$ cat config.mk
export PLATFORM = sky130hd
export DESIGN_NAME = hbus_slave
export DESIGN_NICKNAME = d
export VERILOG_FILES = /design/src/rtl/hbus_pkg.sv /design/src/rtl/hbus_sync.sv /design/src/rtl/hbus_fifo.sv /design/src/rtl/hbus_slave.sv
export SDC_FILE = /design/constraint.sdc
export NUM_CORES = 1
export LEC_CHECK = 0
export CORE_MARGIN = 1
export CORE_UTILIZATION = 60
export CTS_CLUSTER_DIAMETER = 50
export CTS_CLUSTER_SIZE = 40
export DETAILED_ROUTE_END_ITERATION = 7
export DONT_BUFFER_PORTS = 1
export PLACE_DENSITY = 0.85
export SLEW_MARGIN = 20
export SYNTH_ARGS = -nofsm -noshare
export SYNTH_HDL_FRONTEND = slang
export SYNTH_SLANG_ARGS = --single-unit
export TNS_END_PERCENT = 100
$ cat constraint.sdc
create_clock -name clk -period 2.8 [get_ports clk]
set_input_delay 0.28 -clock clk [delete_from_list [all_inputs] [get_ports clk]]
set_output_delay 0.28 -clock clk [all_outputs]
set_load 0.1 [all_outputs]
$ cat src/rtl/hbus_pkg.sv
package hbus_pkg;
   localparam int BYTE_W  = 8;
   localparam int NIB_W   = BYTE_W / 2;
   localparam int REQ_W   = 5;

   localparam int ST_OVF  = 7;
   localparam int ST_RDAV = 6;
   localparam int ST_CMDP = 5;

   typedef enum logic [1:0] {
      ACC_CMD_WR  = 2'b10,
      ACC_STAT_RD = 2'b11,
      ACC_DATA_WR = 2'b00,
      ACC_DATA_RD = 2'b01
   } acc_e;

   function automatic acc_e acc_decode(input logic sel, input logic is_read);
      return acc_e'({sel, is_read});
   endfunction
endpackage

$ cat src/rtl/hbus_sync.sv
module hbus_sync #(
   parameter int            W       = 1,
   parameter int            STAGES  = 2,
   parameter logic [W-1:0]  RST_VAL = '0
) (
   input  logic         clk,
   input  logic         rst_n,
   input  logic [W-1:0] d,
   output logic [W-1:0] q
);
   generate
      if (STAGES < 2) begin : g_bad_stages
         $error("hbus_sync: STAGES must be at least 2");
      end
   endgenerate

   logic [W-1:0] stage [STAGES];

   generate
      for (genvar i = 0; i < STAGES; i++) begin : g_st
         if (i == 0) begin : g_first
            always_ff @(posedge clk or negedge rst_n) begin
               if (!rst_n) stage[0] <= RST_VAL;
               else        stage[0] <= d;
            end
         end else begin : g_next
            always_ff @(posedge clk or negedge rst_n) begin
               if (!rst_n) stage[i] <= RST_VAL;
               else        stage[i] <= stage[i-1];
            end
         end
      end
   endgenerate

   assign q = stage[STAGES-1];
endmodule

$ cat src/rtl/hbus_fifo.sv
module hbus_fifo #(
   parameter int DW    = 8,
   parameter int DEPTH = 4
) (
   input  logic          clk,
   input  logic          rst_n,
   input  logic          push,
   input  logic [DW-1:0] push_data,
   output logic          full,
   output logic [DW-1:0] head,
   output logic          head_valid,
   input  logic          pop
);
   localparam int AW = (DEPTH > 1) ? $clog2(DEPTH) : 1;
   localparam int CW = AW + 1;

   generate
      if (DEPTH < 2 || (DEPTH & (DEPTH - 1)) != 0) begin : g_bad_depth
         $error("hbus_fifo: DEPTH must be a power of two, at least 2");
      end
   endgenerate

   logic [DW-1:0] mem [DEPTH];
   logic [AW-1:0] wptr, rptr;
   logic [CW-1:0] count;
   logic          do_pop;

   assign full       = (count == CW'(DEPTH));
   assign head_valid = (count != '0);
   assign head       = mem[rptr];
   assign do_pop     = pop && head_valid;

   always_ff @(posedge clk or negedge rst_n) begin
      if (!rst_n) begin
         wptr  <= '0;
         rptr  <= '0;
         count <= '0;
      end else begin
         if (push && !full) wptr <= wptr + 1'b1;
         if (do_pop)        rptr <= rptr + 1'b1;
         count <= count + CW'(push && !full) - CW'(do_pop);
      end
   end

   always_ff @(posedge clk) begin
      if (push && !full) mem[wptr] <= push_data;
   end

   // the port logic must drop writes itself when the FIFO is full
   assert_push_not_full_R6: assert property (@(posedge clk) disable iff (!rst_n)
      push |-> !full);
   // a pop with data present frees a slot by the next cycle
   assert_pop_frees_R5: assert property (@(posedge clk) disable iff (!rst_n)
      (do_pop && !push) |=> !full);
endmodule

$ cat src/rtl/hbus_slave.sv
module hbus_slave
   import hbus_pkg::*;
#(
   parameter int FIFO_DEPTH  = 4,
   parameter int SYNC_STAGES = 2,
   parameter int NIBBLE_EN   = 1
) (
   input  logic              clk,
   input  logic              rst_n,
   input  logic              nib_mode,
   input  logic              hb_sel,
   input  logic              hb_cs_n,
   input  logic              hb_wr_n,
   input  logic              hb_rd_n,
   input  logic [BYTE_W-1:0] hb_din,
   output logic [BYTE_W-1:0] hb_dout,
   output logic              hb_doe,
   output logic              hb_irq,
   output logic [BYTE_W-1:0] cmd_byte,
   output logic              cmd_valid,
   input  logic              cmd_ready,
   output logic [BYTE_W-1:0] wdat_byte,
   output logic              wdat_valid,
   input  logic              wdat_ready,
   input  logic [BYTE_W-1:0] rdat_byte,
   input  logic              rdat_valid,
   output logic              rdat_ready,
   input  logic              stat_we,
   input  logic [REQ_W-1:0]  stat_req
);
   localparam int SW = BYTE_W + 4;
   localparam logic [SW-1:0] SYNC_RST = {1'b0, 1'b1, 1'b1, 1'b1, {BYTE_W{1'b0}}};

   // ---------------- synchronised host inputs ----------------
   logic [SW-1:0]     s_bus;
   logic              s_sel, s_cs, s_wr, s_rd;
   logic [BYTE_W-1:0] s_din;
   logic              p_wr, p_rd;

   hbus_sync #(.W(SW), .STAGES(SYNC_STAGES), .RST_VAL(SYNC_RST)) i_sync (
      .clk   (clk),
      .rst_n (rst_n),
      .d     ({hb_sel, hb_cs_n, hb_wr_n, hb_rd_n, hb_din}),
      .q     (s_bus)
   );
   assign {s_sel, s_cs, s_wr, s_rd, s_din} = s_bus;

   always_ff @(posedge clk or negedge rst_n) begin
      if (!rst_n) begin
         p_wr <= 1'b1;
         p_rd <= 1'b1;
      end else begin
         p_wr <= s_wr;
         p_rd <= s_rd;
      end
   end

   logic wr_rise, rd_rise, rd_fall;
   assign wr_rise = s_wr && !p_wr && !s_cs;
   assign rd_rise = s_rd && !p_rd && !s_cs;
   assign rd_fall = !s_rd && p_rd && !s_cs;

   // ---------------- bus width variant ----------------
   logic nib_on;
   generate
      if (NIBBLE_EN != 0) begin : g_nib
         assign nib_on = nib_mode;
      end else begin : g_byte_only
         assign nib_on = 1'b0;
      end
   endgenerate

   logic             phase;
   logic [NIB_W-1:0] lo_nib;

   always_ff @(posedge clk or negedge rst_n) begin
      if (!rst_n) begin
         phase  <= 1'b0;
         lo_nib <= '0;
      end else begin
         if (s_cs || !nib_on)         phase <= 1'b0;
         else if (wr_rise || rd_rise) phase <= !phase;
         if (nib_on && wr_rise && !phase) lo_nib <= s_din[NIB_W-1:0];
      end
   end

   logic              last_xfer;
   logic [BYTE_W-1:0] wbyte;
   assign last_xfer = !nib_on || phase;
   assign wbyte     = nib_on ? {s_din[NIB_W-1:0], lo_nib} : s_din;

   acc_e acc;
   assign acc = acc_decode(s_sel, rd_rise || rd_fall);

   logic cmd_commit, data_commit, stat_done, data_rd_done, rd_first;
   assign cmd_commit   = wr_rise && last_xfer && (acc == ACC_CMD_WR);
   assign data_commit  = wr_rise && last_xfer && (acc == ACC_DATA_WR);
   assign stat_done    = rd_rise && last_xfer && (acc == ACC_STAT_RD);
   assign data_rd_done = rd_rise && last_xfer && (acc == ACC_DATA_RD);
   assign rd_first     = rd_fall && !(nib_on && phase);

   // ---------------- command register ----------------
   always_ff @(posedge clk or negedge rst_n) begin
      if (!rst_n) begin
         cmd_byte  <= '0;
         cmd_valid <= 1'b0;
      end else if (cmd_commit) begin
         cmd_byte  <= wbyte;
         cmd_valid <= 1'b1;
      end else if (cmd_ready) begin
         cmd_valid <= 1'b0;
      end
   end

   // ---------------- write FIFO ----------------
   logic fifo_full, ovf;

   hbus_fifo #(.DW(BYTE_W), .DEPTH(FIFO_DEPTH)) i_wfifo (
      .clk        (clk),
      .rst_n      (rst_n),
      .push       (data_commit && !fifo_full),
      .push_data  (wbyte),
      .full       (fifo_full),
      .head       (wdat_byte),
      .head_valid (wdat_valid),
      .pop        (wdat_ready)
   );

   always_ff @(posedge clk or negedge rst_n) begin
      if (!rst_n)                        ovf <= 1'b0;
      else if (data_commit && fifo_full) ovf <= 1'b1;
      else if (stat_done)                ovf <= 1'b0;
   end

   // ---------------- status and interrupt ----------------
   logic [REQ_W-1:0]  req_q;
   logic [BYTE_W-1:0] status;

   always_ff @(posedge clk or negedge rst_n) begin
      if (!rst_n)       req_q <= '0;
      else if (stat_we) req_q <= stat_req;
   end
   assign hb_irq = |req_q;

   // ---------------- read-data holder ----------------
   logic              hold_full;
   logic [BYTE_W-1:0] hold_byte;

   assign rdat_ready = !hold_full;

   always_ff @(posedge clk or negedge rst_n) begin
      if (!rst_n) begin
         hold_full <= 1'b0;
         hold_byte <= '0;
      end else if (rdat_valid && !hold_full) begin
         hold_full <= 1'b1;
         hold_byte <= rdat_byte;
      end else if (data_rd_done) begin
         hold_full <= 1'b0;
      end
   end

   always_comb begin
      status          = '0;
      status[ST_OVF]  = ovf;
      status[ST_RDAV] = hold_full;
      status[ST_CMDP] = cmd_valid;
      status[REQ_W-1:0] = req_q;
   end

   // ---------------- host read path ----------------
   logic [BYTE_W-1:0] out_byte;

   always_ff @(posedge clk or negedge rst_n) begin
      if (!rst_n) begin
         out_byte <= '0;
         hb_doe   <= 1'b0;
      end else begin
         if (rd_first)
            out_byte <= s_sel ? status : (hold_full ? hold_byte : '0);
         if (s_cs)         hb_doe <= 1'b0;
         else if (rd_fall) hb_doe <= 1'b1;
      end
   end

   always_comb begin
      if (!hb_doe)     hb_dout = '0;
      else if (nib_on) hb_dout = {{NIB_W{1'b0}}, phase ? out_byte[BYTE_W-1:NIB_W] : out_byte[NIB_W-1:0]};
      else             hb_dout = out_byte;
   end

   // ---------------- assertions ----------------
   assert_cmd_latch_R2: assert property (@(posedge clk) disable iff (!rst_n)
      cmd_commit |=> (cmd_valid && cmd_byte == $past(wbyte)));
   assert_ovf_set_R6: assert property (@(posedge clk) disable iff (!rst_n)
      (data_commit && fifo_full) |=> ovf);
   assert_irq_on_R4: assert property (@(posedge clk) disable iff (!rst_n)
      (stat_we && stat_req != '0) |=> hb_irq);
   assert_irq_off_R4: assert property (@(posedge clk) disable iff (!rst_n)
      (stat_we && stat_req == '0) |=> !hb_irq);
   assert_release_on_cs_R8: assert property (@(posedge clk) disable iff (!rst_n)
      s_cs |=> !hb_doe);
   assert_drive_after_read_R8: assert property (@(posedge clk) disable iff (!rst_n)
      (hb_doe && !$past(hb_doe)) |-> $past(rd_fall));
   assert_phase_reset_R10: assert property (@(posedge clk) disable iff (!rst_n)
      s_cs |=> !phase);
   assert_upper_quiet_R9: assert property (@(posedge clk) disable iff (!rst_n)
      nib_on |-> (hb_dout[BYTE_W-1:NIB_W] == '0));
endmodule

==> flow_summary.yaml, run 1 <==
outcome:
  status: "finished clean"
clock_tree:
  hold_buffers: 14
  postCtsSetupRepairBufs: 0
  insertion_delay_ns: 0.37
  clk_pin_slew_ns: 0.10
  cts_tree: "built"
  cts_resized: 0
  clock-sinks: 103
  cts_max_path_buffers: 2
  clockRootBuffer: "clkbuf_8"
  clock_tree.htree_level_count: 3
  numCtsBuffers: 9
routing:
  dr.pass1.iters: 5
  routed_wl_mm: 6.984
  post-route-drc-count: 0
  wl_per_cell_um: 19.24
  via_per_inst: 5.711
  drtIter0Drc: 88
  ant_nets: 0
  vias: 2073
synthesis:
  yosys.area_share.xor_xnor: 0.01534
  netlist_area_mm2: 0.003998
  synth_compound_area_frac: 0.04194
  yosysWarnings: 0
  synth_top_family_by_area: "multiplexers"
  avgSynthCellArea_um2: 15.80
  synth-simple-area-share: 0.06886
  syn_nets: 292
  synth-seq-cells: 103
  yosysSeqAreaShare: 0.6873
  synthAdderAreaFrac: 0.02379
  synth_cells: 253
  yosys.cell_types.count: 36
  muxShareOfSynthArea: 0.1418
timing:
  rsz0062_at_grt: "no"
  timing.final.crit_share: 0.8804
  slew_violations: 0
  hold_viol: 0
  skew_ns: 0.009659
  finalSetupViolCount: 0
  timing.fmax_mhz: 405.7
  relSlewSlack: 0.3902
  fin_ws_ns: 0.3349
  worst_pin_slew_ns: 0.9147
  final.setup.tns_ns: 0
  holdWs_ns: 0.05319
  layout_min_cycle_time_ns: 2.465
worst_hold_path:
  holdPathStages: 1
  hold_class: "input pin to flop"
setup_path:
  rr_worst_depth: 9
  slowest_delay_ns: 0.50
  crit_type: "flop to flop"
  crit_path_max_fanout: 4
  path_depth: 9
  cpLargestDelayFamily: "adder cells"
  critical_path.endpoint: "i_wfifo.count[2]$_DFF_PN0_"
  cp-end-kind: "flop"
  critPathLaunchType: "flop"
  required_ns: 3.10
  r2r_start: "i_wfifo.count[1]$_DFF_PN0_"
  regToRegSetupSlack_ns: 0.33
  worstPathCellList: "or3_2, and2_1, ha_1, inv_1, ha_1, inv_1, fa_1, xnor2_1, xnor2_1"
  slowest_stage: "or3_2"
  critPathLaunch: "i_wfifo.count[1]$_DFF_PN0_"
  critPathBufInv: 2
  crit_arrival_ns: 2.76
  r2r_end: "i_wfifo.count[2]$_DFF_PN0_"
die:
  die_area_mm2: 0.006993
  die_h_um: 83.63
  core.rowCount: 29
  io_pins: 61
  initial_core_util: 0.6260
  die_w_um: 83.63
  core_mm2: 0.006386
global_route:
  antenna_found_initial: 0
  overflow: 0
  grt_pass1_wl_mm: 11.50
  grt_max_degree: 72
  track_usage: 0.2226
  use_met3: 0.04352
  grt_busiest_layer: "met2"
  grt_use_met2: 0.3629
  grtUsageMet1: 0.2872
  grt_pass1_vias: 2258
power_and_ir_drop:
  peakVddDrop_v: 0.0007272
  power_leakage_nw: 1.829
  p_per_area_mw_per_mm2: 943.8
  power_mw: 4.268
final_layout:
  antenna_cells: 0
  num-fill-cells: 404
  drive_gt1_frac: 0.3042
  areaGrowthSynthToFinish_pct: 13.11
  finish.net_count: 320
  stdcell_count: 363
flow_run:
  maxCapViolCount: 0
placement:
  place.detailed.hpwl_mm: 4.526
  port-buffer-count: 0
  place_ws_ns: 0.3272
  dp_cells: 333
  gp_congestion: 0.8205
-- power by group --
group / internal [mW] / switching (mW) / total [mW] / leakage [nW]
clock: 0.431 / 0.530 / 0.960 / 0.101
sequential: 1.76 / 0.427 / 2.18 / 1.13
combinational: 0.344 / 0.780 / 1.12 / 0.593
-- worst min-delay path by stage --
| stage | slack (ns) | to | startpoint |
|---|---|---|---|
| after CTS | 0.03 | hold_byte[3]$_DFFE_PN0P_ | rdat_byte[3] |
| after detailed placement | -0.01 | i_sync.q[11]$_DFF_PN0_ | rst_n |
| after floorplan | -0.02 | cmd_byte[0]$_DFFE_PN0P_ | rst_n |
| after global routing | 0.03 | hold_byte[3]$_DFFE_PN0P_ | rdat_byte[3] |
| after global placement | -0.01 | i_sync.stage[23]$_DFF_PN0_ | rst_n |
| final | 0.05 | hold_byte[3]$_DFFE_PN0P_ | rdat_byte[3] |
-- worst reg2reg max path: stages, from the launching register on --
cell and delay (ns):
dfrtp_1 0.44, or3_2 0.50, and2_1 0.21, ha_1 0.31, inv_1 0.06, ha_1 0.14, inv_1 0.05, fa_1 0.37
xnor2_1 0.18, xnor2_1 0.13
-- synthesized netlist by cell type --
cell,number,area share
buf_4,2,0.0038
edfxtp_1,32,0.24
nor3_1,1,0.0013
a21o_1,1,0.0019
buf_2,1,0.0013
mux2_2,33,0.093
o41ai_1,1,0.0022
inv_1,9,0.0085
xnor2_1,5,0.011
dfstp_2,8,0.053
clkbuf_1,4,0.0038
nor3b_4,1,0.0047
nand4b_1,1,0.0022
or3_1,1,0.0016
mux4_2,8,0.045
fa_1,1,0.0050
nor2_1,7,0.0066
and2_1,10,0.016
nor2b_1,2,0.0031
mux2_4,1,0.0038
buf_6,1,0.0028
a21oi_1,4,0.0050
a21boi_0,4,0.0075
o21ai_0,10,0.013
xor2_1,2,0.0044
nor4_2,1,0.0031
nand3_1,4,0.0050
nand2_1,16,0.015
nand2b_1,1,0.0016
nor2b_4,1,0.0034
buf_1,1,0.00094
dfrtp_1,63,0.39
a22oi_1,6,0.011
a31oi_1,1,0.0016
ha_1,6,0.019
nor3b_1,3,0.0056
-- cell type report --
| type | count | area (um^2) | share of cell area |
|---|---|---|---|
| tap | 77 | 96.34 | 0.02131 |
| clock inverter | 7 | 90.09 | 0.01992 |
| timing repair buffer | 26 | 247.7 | 0.05479 |
| sequential | 103 | 2748 | 0.6076 |
| clock buffer | 9 | 123.9 | 0.02739 |
| multi-input combinational | 132 | 1182 | 0.2615 |
| inverter | 9 | 33.78 | 0.007471 |
-- per-stage QoR --
step,util,cell area (um^2)
final,0.7081,4522
after global routing,0.7081,4522
after CTS,0.7081,4522
after detailed placement,0.6499,4150
after global placement,0.6499,4150
after floorplan,-,4010
-- per-layer routing --
| layer | routed length [um] | vias to the layer above |
|---|---|---|
| li1 | - | 952 |
| met1 | 2913 | 1051 |
| met2 | 3598 | 57 |
| met3 | 368 | 13 |
| met4 | 104 | 0 |
| met5 | 0 | - |
-- flip-flops by register name (all words and copies together) (netlist names), 2 cells and up --
signal         cells
lo_nib             4
i_wfifo.mem       32
i_wfifo.rptr       2
out_byte           8
i_sync.q          12
i_wfifo.wptr       2
hold_byte          8
req_q              5
cmd_byte           8
i_sync.stage      12
i_wfifo.count      3
-- logic make-up after synthesis --
kind of cell / Yosys count
fa+ha+maj: 7
buf+inv: 18
compound gates: 27
mux: 42
xor+xnor: 7
flops: 103
simple gates: 49
-- placed cells by master, fill, tap and decap left out, types with 2 or more instances in the layout --
cell type and count:
a21boi_2 4, inv_1 9, ha_1 6, dfstp_2 8, nand2_1 16, dfrtp_1 63
nand3_1 4, xor2_1 2, o21ai_0 10, mux4_2 8, mux2_2 33, nor2b_1 2
dlygate4sd3_1 13, edfxtp_1 32, a21oi_1 4, and2_1 10, nor3b_1 3, nor2_1 7
xnor2_1 5, clkinvlp_4 2, buf_4 12, clkbuf_8 9, a22oi_1 6
No activity file was read; power rests on OpenSTA's default activity.
==> run 2: changes to the inputs <==
--- a/config.mk
+++ b/config.mk
@@ -5,13 +5,15 @@
 export SDC_FILE = /design/constraint.sdc
 export NUM_CORES = 1
 export LEC_CHECK = 0
+export BUFFER_PORTS_ARGS = -buffer_cell sky130_fd_sc_hd__buf_4
+export CELL_PAD_IN_SITES_DETAIL_PLACEMENT = 0
+export CELL_PAD_IN_SITES_GLOBAL_PLACEMENT = 2
 export CORE_MARGIN = 1
-export CORE_UTILIZATION = 60
+export CORE_UTILIZATION = 36
 export CTS_CLUSTER_DIAMETER = 50
 export CTS_CLUSTER_SIZE = 40
 export DETAILED_ROUTE_END_ITERATION = 7
-export DONT_BUFFER_PORTS = 1
-export PLACE_DENSITY = 0.85
+export PLACE_DENSITY = 0.84
 export SLEW_MARGIN = 20
 export SYNTH_ARGS = -nofsm -noshare
 export SYNTH_HDL_FRONTEND = slang
==> constraint.sdc (replaced) <==
create_clock -name clk -period 2.2 [get_ports clk]
set_input_delay 0.22 -clock clk [delete_from_list [all_inputs] [get_ports clk]]
set_output_delay 0.22 -clock clk [all_outputs]
set_load 0.1 [all_outputs]
==> flow_summary.yaml, run 2 (synthesis results as in run 1) <==
outcome:
  status: "finished clean"
setup_path:
  critPathLaunchType: "flop"
  slowest_stage: "dfrtp_1"
  required_ns: 2.46
  worstPathCellList: "or3_4, and2_4, ha_4, inv_2, ha_4, inv_2, fa_2, xnor2_2, xnor2_1"
  critPathBufInv: 2
  crit_path_max_fanout: 3
  crit_arrival_ns: 2.37
  crit_type: "flop to flop"
  cpLargestDelayFamily: "adder cells"
  slowest_delay_ns: 0.41
  cp-end-kind: "flop"
final_layout:
  antenna_cells: 0
  multi_input_comb_area_mm2: 0.001249
  fin_util: 0.4675
  max_flop_register: "i_wfifo.mem"
  largest_reg_flops: 32
  final_cell_mix: "70 x buf_4, 62 x dfrtp_1, 33 x mux2_2"
  num-fill-cells: 975
  final_common_cell: "buf_4"
  finish.net_count: 377
  areaGrowthSynthToFinish_pct: 26.76
  finish.instance_area_mm2: 0.005067
  drive_gt1_frac: 0.4665
  ff_latch_area_mm2: 0.002749
routing:
  drtIter0Drc: 98
  routed_wl_mm: 7.018
  wl_per_cell_um: 14.53
  dr.pass1.iters: 4
  vias: 2219
  ant_nets: 0
  post-route-drc-count: 0
  via_per_inst: 4.594
global_route:
  overflow: 0
  grt_pass1_vias: 2326
  grt_max_degree: 72
  track_usage: 0.1366
  grt_pass1_wl_mm: 11.83
  antenna_found_initial: 0
clock_tree:
  insertion_delay_ns: 0.37
  clock-sinks: 103
  cts_max_path_buffers: 2
  clockRootBuffer: "clkbuf_8"
  numCtsBuffers: 9
  clk_pin_slew_ns: 0.11
  clock_tree.htree_level_count: 3
  cts_tree: "built"
die:
  io_pins: 61
  die_w_um: 107.4
  die_h_um: 107.4
  core.rowCount: 38
  core_mm2: 0.01084
  die_area_mm2: 0.01153
  initial_core_util: 0.3688
placement:
  place_ws_ns: 0.06012
  gp_congestion: 0.7374
  port-buffer-count: 60
  placed_area_mm2: 0.004711
  place.detailed.hpwl_mm: 4.974
timing:
  relSlewSlack: 0.4148
  rsz0062_at_grt: "no"
  timing.final.crit_share: 0.9603
  timing.fmax_mhz: 473.3
  worst_pin_slew_ns: 0.8778
  holdWs_ns: 0.07499
  finalSetupViolCount: 0
  layout_min_cycle_time_ns: 2.113
  hold_viol: 0
  fin_ws_ns: 0.08729
  slew_violations: 0
  skew_ns: 0.01172
power_and_ir_drop:
  p_per_area_mw_per_mm2: 1122
  power_leakage_nw: 2.121
  peakVddDrop_v: 0.0008723
  power_mw: 5.688
worst_hold_path:
  hold_class: "input pin to flop"
flow_run:
  maxCapViolCount: 0
==> run 2: final timing paths <==
kind | cells after the start | start | slack [ns] | end
worst min register to register | 0 | i_sync.stage[18]$_DFF_PN0_ | 0.36 | i_sync.q[6]$_DFF_PN0_
worst max register to register | 9 | i_wfifo.count[0]$_DFF_PN0_ | 0.09 | i_wfifo.count[2]$_DFF_PN0_
max in group asynchronous | 2 | rst_n | 1.07 | i_wfifo.rptr[0]$_DFFE_PN0P_
min in group asynchronous | 2 | rst_n | 0.50 | cmd_byte[1]$_DFFE_PN0P_
worst min-delay path | 2 | stat_req[2] | 0.07 | req_q[2]$_DFFE_PN0P_
worst max-delay path | 9 | i_wfifo.count[0]$_DFF_PN0_ | 0.09 | i_wfifo.count[2]$_DFF_PN0_
==> run 2: stage by stage <==
| stage | instances | TNS (ns) |
|---|---|---|
| after global placement | 454 | 0 |
| after detailed placement | 454 | 0 |
| final | 483 | 0 |
| after floorplan | 253 | -0.1442 |
| after CTS | 483 | 0 |
| after global routing | 483 | 0 |
==> run 2: timing repair <==
action	CTS	global route
endpoints found under the hold margin	60	0
resized for setup	0	6
hold buffers	13	0
setup endpoints to repair	0	38
setup buffers	0	0
==> run 2: layer usage <==
layer	GRT usage	share of wire	vias up
li1	-	-	1068
met3	0.03148	0.027	11
met5	0	0	-
met2	0.2106	0.48	34
met1	0.1879	0.47	1106
met4	0.05284	0.015	0
==> run 2: power by group <==
part           internal (mW)  switching (mW)  total [mW]
logic                  0.663            1.36        2.03
registers               2.24           0.233        2.48
clock network          0.460           0.723        1.18
==> run 2: worst reg2reg max path, delay by kind of cell, from the launching register on <==
kind / cells / cell delay [ns]
DFF: 1 / 0.41
xor gates and xnor gates: 2 / 0.26
buffers and inverters: 2 / 0.09
and+or+nand+nor: 2 / 0.55
adders and majority gates: 3 / 0.68
==> run 2: final cells by class <==
cell class / count / share of cell area
sequential: 103 / 0.5425
multi-input combinational: 132 / 0.2464
timing repair buffer: 83 / 0.1294
tap: 140 / 0.03457
clock buffer: 9 / 0.02444
clock inverter: 7 / 0.01605
inverter: 9 / 0.006667
